===== src/rtl/srp_pkg.sv =====
package srp_pkg;
  typedef enum logic {
    RM_AFTER  = 1'b0,
    RM_DURING = 1'b1
  } read_mode_e;
endpackage


===== src/rtl/srp_sync.sv =====
module srp_sync #(
  parameter int W      = 2,
  parameter int STAGES = 2
) (
  input  logic         clk_i,
  input  logic         rst_ni,
  input  logic [W-1:0] d_i,
  output logic [W-1:0] q_o
);
  logic [W-1:0] st_q [STAGES];

  for (genvar s = 0; s < STAGES; s++) begin : g_stage
    if (s == 0) begin : g_first
      always_ff @(posedge clk_i or negedge rst_ni)
        if (!rst_ni) st_q[s] <= '0;
        else         st_q[s] <= d_i;
    end else begin : g_next
      always_ff @(posedge clk_i or negedge rst_ni)
        if (!rst_ni) st_q[s] <= '0;
        else         st_q[s] <= st_q[s-1];
    end
  end

  assign q_o = st_q[STAGES-1];
endmodule


===== src/rtl/srp_shifter.sv =====
module srp_shifter
  import srp_pkg::*;
#(
  parameter int W  = 16,
  localparam int CW = $clog2(W + 1)
) (
  input  logic         clk_i,
  input  logic         rst_ni,
  input  logic         act_i,
  input  read_mode_e   mode_i,
  input  logic         load_i,
  input  logic [W-1:0] result_i,
  input  logic         sclk_i,
  input  logic         sdin_i,
  output logic         sdout_o,
  output logic         full_o
);
  logic [W-1:0]  hold_q, shreg_q;
  logic [CW-1:0] cnt_q;
  logic          sclk_q, act_q, cas_q;
  logic          rise, fall, start, shin;

  assign rise  = sclk_i & ~sclk_q;
  assign fall  = ~sclk_i & sclk_q;
  assign start = act_i & ~act_q;
  // cascade bit is forced to 0 in read-during mode
  assign shin  = (mode_i == RM_DURING) ? 1'b0 : cas_q;

  always_ff @(posedge clk_i or negedge rst_ni) begin
    if (!rst_ni) begin
      sclk_q <= 1'b0;
      act_q  <= 1'b0;
      hold_q <= '0;
    end else begin
      sclk_q <= sclk_i;
      act_q  <= act_i;
      if (load_i) hold_q <= result_i;
    end
  end

  always_ff @(posedge clk_i or negedge rst_ni) begin
    if (!rst_ni) begin
      shreg_q <= '0;
      cnt_q   <= '0;
      cas_q   <= 1'b0;
    end else if (!act_i) begin
      cnt_q <= '0;
      cas_q <= 1'b0;
    end else if (start) begin
      shreg_q <= hold_q;
      cnt_q   <= '0;
      cas_q   <= 1'b0;
    end else begin
      if (rise) begin
        shreg_q <= {shreg_q[W-2:0], shin};
        if (cnt_q != CW'(W)) cnt_q <= cnt_q + CW'(1);
      end
      if (fall && mode_i == RM_AFTER) cas_q <= sdin_i;
    end
  end

  assign sdout_o = act_i & shreg_q[W-1];
  assign full_o  = (cnt_q == CW'(W));

  AST_CNT_BOUND: assert property (@(posedge clk_i) disable iff (!rst_ni)
    cnt_q <= CW'(W));
  AST_CNT_CLEARED: assert property (@(posedge clk_i) disable iff (!rst_ni)
    !act_q |-> cnt_q == '0);
  AST_NO_SHIFT_IDLE: assert property (@(posedge clk_i) disable iff (!rst_ni)
    !act_i |=> $stable(shreg_q));
  AST_HOLD_KEEP: assert property (@(posedge clk_i) disable iff (!rst_ni)
    !load_i |=> $stable(hold_q));
  AST_DURING_ZERO_IN: assert property (@(posedge clk_i) disable iff (!rst_ni)
    (act_i && act_q && rise && mode_i == RM_DURING) |=> !shreg_q[0]);
endmodule


===== src/rtl/srp_rderr.sv =====
module srp_rderr
  import srp_pkg::*;
(
  input  logic       clk_i,
  input  logic       rst_ni,
  input  read_mode_e mode_i,
  input  logic       busy_i,
  input  logic       act_i,
  input  logic       full_i,
  output logic       busy_fall_o,
  output logic       err_o
);
  logic busy_q, started_q, done_q, err_q;
  logic busy_rise;

  assign busy_rise   = busy_i & ~busy_q;
  assign busy_fall_o = ~busy_i & busy_q;

  always_ff @(posedge clk_i or negedge rst_ni) begin
    if (!rst_ni) begin
      busy_q    <= 1'b0;
      started_q <= 1'b0;
      done_q    <= 1'b0;
      err_q     <= 1'b0;
    end else begin
      busy_q <= busy_i;
      err_q  <= (mode_i == RM_DURING) & busy_fall_o & started_q & ~done_q;
      if (busy_rise) begin
        started_q <= 1'b0;
        done_q    <= 1'b0;
      end else begin
        if (busy_i && act_i)  started_q <= 1'b1;
        if (busy_i && full_i) done_q    <= 1'b1;
      end
    end
  end

  assign err_o = err_q;

  AST_ERR_ONE_CYCLE: assert property (@(posedge clk_i) disable iff (!rst_ni)
    err_o |=> !err_o);
  AST_ERR_MODE: assert property (@(posedge clk_i) disable iff (!rst_ni)
    err_o |-> $past(mode_i == RM_DURING));
  AST_DONE_NO_ERR: assert property (@(posedge clk_i) disable iff (!rst_ni)
    (done_q && busy_fall_o) |=> !err_o);
  AST_ERR_AFTER_FALL: assert property (@(posedge clk_i) disable iff (!rst_ni)
    err_o |-> !busy_q);
endmodule


===== src/rtl/serial_result_port.sv =====
module serial_result_port
  import srp_pkg::*;
#(
  parameter int W           = 16,
  parameter int SYNC_STAGES = 2
) (
  input  logic         clk_i,
  input  logic         rst_ni,
  input  logic         busy_i,
  input  logic         cs_ni,
  input  logic         rd_ni,
  input  logic         mode_i,
  input  logic         sclk_i,
  input  logic         sdin_i,
  input  logic [W-1:0] result_i,
  output logic         sdout_o,
  output logic         rd_err_o
);
  logic [1:0] sync_q;
  logic       act, busy_fall, full;
  read_mode_e mode;

  assign act  = ~cs_ni & ~rd_ni;
  assign mode = read_mode_e'(mode_i);

  srp_sync #(.W(2), .STAGES(SYNC_STAGES)) u_sync (
    .clk_i (clk_i),
    .rst_ni(rst_ni),
    .d_i   ({sclk_i, sdin_i}),
    .q_o   (sync_q)
  );

  srp_shifter #(.W(W)) u_shift (
    .clk_i   (clk_i),
    .rst_ni  (rst_ni),
    .act_i   (act),
    .mode_i  (mode),
    .load_i  (busy_fall),
    .result_i(result_i),
    .sclk_i  (sync_q[1]),
    .sdin_i  (sync_q[0]),
    .sdout_o (sdout_o),
    .full_o  (full)
  );

  srp_rderr u_err (
    .clk_i      (clk_i),
    .rst_ni     (rst_ni),
    .mode_i     (mode),
    .busy_i     (busy_i),
    .act_i      (act),
    .full_i     (full),
    .busy_fall_o(busy_fall),
    .err_o      (rd_err_o)
  );

  AST_IDLE_QUIET: assert property (@(posedge clk_i) disable iff (!rst_ni)
    (cs_ni || rd_ni) |-> !sdout_o);
endmodule


===== config.mk =====
export PLATFORM = sky130hd
export DESIGN_NAME = serial_result_port
export DESIGN_NICKNAME = d
export VERILOG_FILES = /design/src/rtl/srp_pkg.sv /design/src/rtl/srp_sync.sv /design/src/rtl/srp_shifter.sv /design/src/rtl/srp_rderr.sv /design/src/rtl/serial_result_port.sv
export SDC_FILE = /design/constraint.sdc
export NUM_CORES = 1
export LEC_CHECK = 0
export CAP_MARGIN = 20
export CORE_MARGIN = 8
export CORE_UTILIZATION = 45
export DETAILED_ROUTE_END_ITERATION = 8
export DONT_BUFFER_PORTS = 1
export PLACE_DENSITY = 0.63
export SLEW_MARGIN = 15
export SYNTH_ARGS = -nofsm -noshare
export SYNTH_HDL_FRONTEND = slang
export SYNTH_SLANG_ARGS = --single-unit

===== constraint.sdc =====
create_clock -name clk_i -period 3.6 [get_ports clk_i]
set_input_delay 1.08 -clock clk_i [delete_from_list [all_inputs] [get_ports clk_i]]
set_output_delay 1.08 -clock clk_i [all_outputs]
set_load 0.05 [all_outputs]

== Word level (Yosys, flattened, before mapping) ==
Index checks and enable logic that the tools add are counted.

* Word-level logic and storage cells: 59
* Register bits after elaboration: 48
* Input bits: 24
* Output and inout bits: 2

* Reduce and logical (&&, ||, !) cells: 8
* Mux-type cells: 14
* $add $sub $neg: 1
* Bitwise operators: 19
* Equality and inequality tests: 5

{| class="wikitable"
|+ Operators by type and width
! operator !! number
|-
| 16-bit 2-to-1 mux || 2
|-
| 5-bit 2-to-1 mux || 4
|-
| 1-bit AND || 10
|-
| 3-bit != test, second input constant || 3
|-
| 1-bit NOT || 9
|-
| 1-bit 2-to-1 mux || 8
|-
| 2-bit nonzero test || 3
|-
| 5-bit by 1-bit adder with 5-bit output, second input constant || 1
|-
| 5-bit equality test, second input constant || 1
|-
| 5-bit != test, second input constant || 1
|-
| 2-bit AND reduction || 2
|-
| 1-bit logical AND || 3
|}

== Longest topological paths before layout ==
* Depth after elaboration: 6
* Gate-level depth with buffers: 5
* Depth with buffers taken out: 5

== Modules after synthesis ==
From an unflattened synthesis, not the netlist that was laid out.

* Cells, all modules: 143
* Area, all modules: 2138.3 µm²

{| class="wikitable"
|+ Modules (own cells, without submodules)
! module !! instances !! cells an instance !! area each (µm²) !! sequential area each (µm²)
|-
| srp_shifter || 1 || 125 || 1874.3 || 1001.0
|-
| srp_rderr || 1 || 11 || 145.1 || 100.1
|-
| srp_sync || 1 || 6 || 115.1 || 100.1
|-
| serial_result_port || 1 || 1 || 3.8 || 0.0
|}

== Least setup slack after synthesis ==
OpenSTA, ideal clock, no wires.

* Path type: input to output
* From: input port rd_ni
* To: output port sdout_o
* Stages: 3
* Path buffers: 0
* Arrival: 1.968 ns
* Required time: 2.520 ns
* Path slack: 0.552 ns
* Path through: or2_2 clkinv_1 and2_1

* Longest elaborated chain between the ends: 3

{| class="wikitable"
|+ Ends and longest elaborated chain
! element !! line !! RTL
|-
| from (decl) || serial_result_port.sv:11 || <nowiki>input logic rd_ni,</nowiki>
|-
| 1-bit NOT || serial_result_port.sv:23 || <nowiki>assign act = ~cs_ni & ~rd_ni;</nowiki>
|-
| 1-bit AND || serial_result_port.sv:23 ||
|-
| 1-bit AND || srp_shifter.sv:62 || <nowiki>assign sdout_o = act_i & shreg_q[W-1];</nowiki>
|-
| to (decl) || serial_result_port.sv:16 || <nowiki>output logic sdout_o,</nowiki>
|}

Every way passes these cells.

== Final worst setup path ==
Ends and elaborated chain as after synthesis.

==> impl_metrics.py <==
metrics = {
    "layout": {
        "final_common_cell": "dfrtp_1",
        "nets": 185,
        "multi_input_area_um2": 719,
        "antennaDiodeCount": 0,
        "drive_above_1_share": 0.189,
        "seqCellArea_mm2": 0.00120,
        "postLayoutCoreUtil": 0.494,
        "layout_common_cells": "dfrtp_1 (48), o22ai_1 (18), mux2_2 (16)",
        "syn_to_final_growth_pct": 7.69,
        "fill_cells": 386,
        "final_cells": 211,
    },
    "cts": {
        "post-cts-setup-buffer-count": 0,
        "worst_skew_pair.late_latency_ns": 0.30,
        "clkTransAtPathRegs_ns": 0.08,
        "cts_resized": 0,
        "hold_buffers": 0,
        "cts_sinks": 48,
        "htreeDepth": 2,
        "cts_tree": "built",
        "clockBufferDepth": 2,
        "cts-root-buf": "clkbuf_8",
        "cts_made_buffers": 5,
    },
    "setup_path": {
        "start_kind": "input port",
        "cp.arrival_ns": 1.78,
        "endpoint_kind": "output port",
        "startpoint": "rd_ni",
        "crit_chain": "or2_2 > clkinv_1 > and2_1 > buf_4",
        "crit_type": "in2out",
        "crit_slowest_cell": "or2_2",
        "crit_fanout": 4,
        "reg2reg_depth": 3,
        "required_ns": 2.52,
        "crit_path_max_incr_delay_ns": 0.33,
        "r2r-start": "u_shift.act_q",
        "r2r_end": "u_shift.shreg_q[6]",
        "rrSetupSlack_ns": 1.84,
    },
    "logic_synthesis": {
        "synth-seq-area-share": 0.610,
        "syn_avg_cell_area_um2": 12.7,
        "synth.largest_area_cell": "dfrtp_1",
        "synth-seq-cells": 48,
        "synth.distinct_cells": 30,
        "synth-async-reset-ratio": 1.00,
        "synth_area_leaders": "dfrtp_1 (61%), mux2_2 (9.2%), o22ai_1 (5.7%)",
        "synth_ff_type": "dfrtp_1",
        "synthCells": 155,
        "syn-num-nets": 181,
        "syn_area_mm2": 0.00197,
        "synth_edf_count": 0,
        "ys_warn_count": 0,
        "synth_top_cell_area_share": 0.610,
    },
    "place": {
        "placed_cells": 204,
        "gp_congestion": 0.725,
        "hpwl_um": 2700,
        "place_ws_ns": 0.738,
        "portBuffers": 0,
    },
    "routing": {
        "drt_pass1_iterations": 4,
        "wirelength_um": 3810,
        "drc": 0,
        "wl_per_cell_um": 18.0,
        "drtIter0Drc": 97,
        "detail-route-antenna-nets": 0,
        "vias": 1247,
        "vias_per_cell": 5.91,
    },
    "timing": {
        "slew_headroom": 0.512,
        "finalCritPeriodShare": 0.795,
        "setup_viol_count_final": 0,
        "rsz0062_at_grt": "false",
        "finClkSkew_ns": 0.00542,
        "max_freq_mhz": 350,
        "hold_violations": 0,
        "worstMarginPinSlew_ns": 0.732,
        "slew_viol_final": 0,
        "fin_tns_setup_ns": 0,
        "period_minus_slack_ns": 2.86,
        "layout_setup_ws_ns": 0.739,
    },
    "min_path": {
        "hold_depth": 0,
        "hold_class": "reg2reg",
        "min_from": "u_sync.st_q[2]",
        "hold_end": "u_sync.q_o[0]",
    },
    "power": {
        "peakVddDrop_uv": 219,
        "p_leak_nw": 0.857,
        "p_per_area_mw_per_mm2": 528,
        "finalPower_mw": 1.12,
    },
    "floorplanning": {
        "fp.dieH_um": 82.1,
        "die_w_um": 82.1,
        "io_pins": 26,
        "core_mm2": 0.00429,
        "num_rows": 24,
        "die_area_mm2": 0.00675,
        "start_util": 0.458,
    },
    "grt": {
        "grt_max_degree": 49,
        "grtUsageTotal": 0.126,
        "antenna_found_initial": 0,
        "grt_pass1_vias": 1274,
        "grt_pass1_wl_um": 6310,
        "gr-total-overflow": 0,
    },
    "run_status": {
        "status": "completed",
    },
    "flow_run": {
        "drv_cap": 0,
    },
}
==> sequential cells by signal (all words and copies together) (netlist names) <==
register	cells
u_sync.q_o	2
u_shift.shreg_q	16
u_sync.st_q	2
u_shift.hold_q	16
u_err.done_q	1
u_shift.act_q	1
u_err.busy_q	1
u_err.err_o	1
u_shift.sclk_q	1
u_err.started_q	1
u_shift.cnt_q	5
u_shift.cas_q	1
==> metal layers <==
metal | track usage | wire [µm] | up-vias
met5 | 0 | 0 | -
met4 | 0.0526 | 62 | 0
met3 | 0.0574 | 304 | 6
met2 | 0.189 | 1780 | 28
met1 | 0.153 | 1660 | 624
li1 | - | - | 589
==> worst max-delay path: cells and delay by family <==
family	cells	cell delay [ns]
buffers and inverters	2	0.26
and+or+nand+nor	2	0.45
==> kinds of logic after synthesis <==
family                     share of synthesized area
and+or+nand+nor                               0.0941
DFF                                            0.610
adders and majority gates                     0.0127
muxes                                         0.0966
AOI/OAI and AO/OA                              0.162
buffers and inverters                         0.0242
==> how the worst max path moves through the flow <==
stage / endpoint / slack (ns) / cells after the start
2_1_floorplan: sdout_o / 0.55 / 3
3_3_place_gp: sdout_o / 0.75 / 4
3_5_place_dp: sdout_o / 0.74 / 4
4_1_cts: sdout_o / 0.74 / 4
5_1_grt: sdout_o / 0.72 / 4
6_report: sdout_o / 0.74 / 4
==> cell type report <==
type | count | share of cell area
inverter | 4 | 0.00708
clock buffer | 7 | 0.0455
tap | 52 | 0.0307
timing repair buffer | 3 | 0.0106
sequential | 48 | 0.567
multi-input combinational | 97 | 0.339
==> metrics by stage <==
stage                     hold slack [ns]  area, µm²
after floorplan                     0.331       1970
after global placement              0.334       2020
after detailed placement            0.335       2020
after CTS                           0.354       2120
after global routing                0.363       2120
final                               0.352       2120
==> synth_stat cells, drive strengths merged (2+ instances only) <==
cell and number:
or4b 2, buf 6, a31oi 2, o22ai 18, nand3b 2, o22a 2
o21ai 3, mux2 16, nor2 6, or3 4, dfrtp 48, nor2b 3
nor3b 2, nand3 2, ha 2, a21oi 11, inv 3, nand2 4
a2bb2oi 10, nand2b 2
==> power breakdown <==
group	switching (mW)	internal (mW)
clock	0.163	0.171
combinational	0.0481	0.0775
sequential	0.0512	0.609
Note: power is estimated with default switching activity, not from simulation.
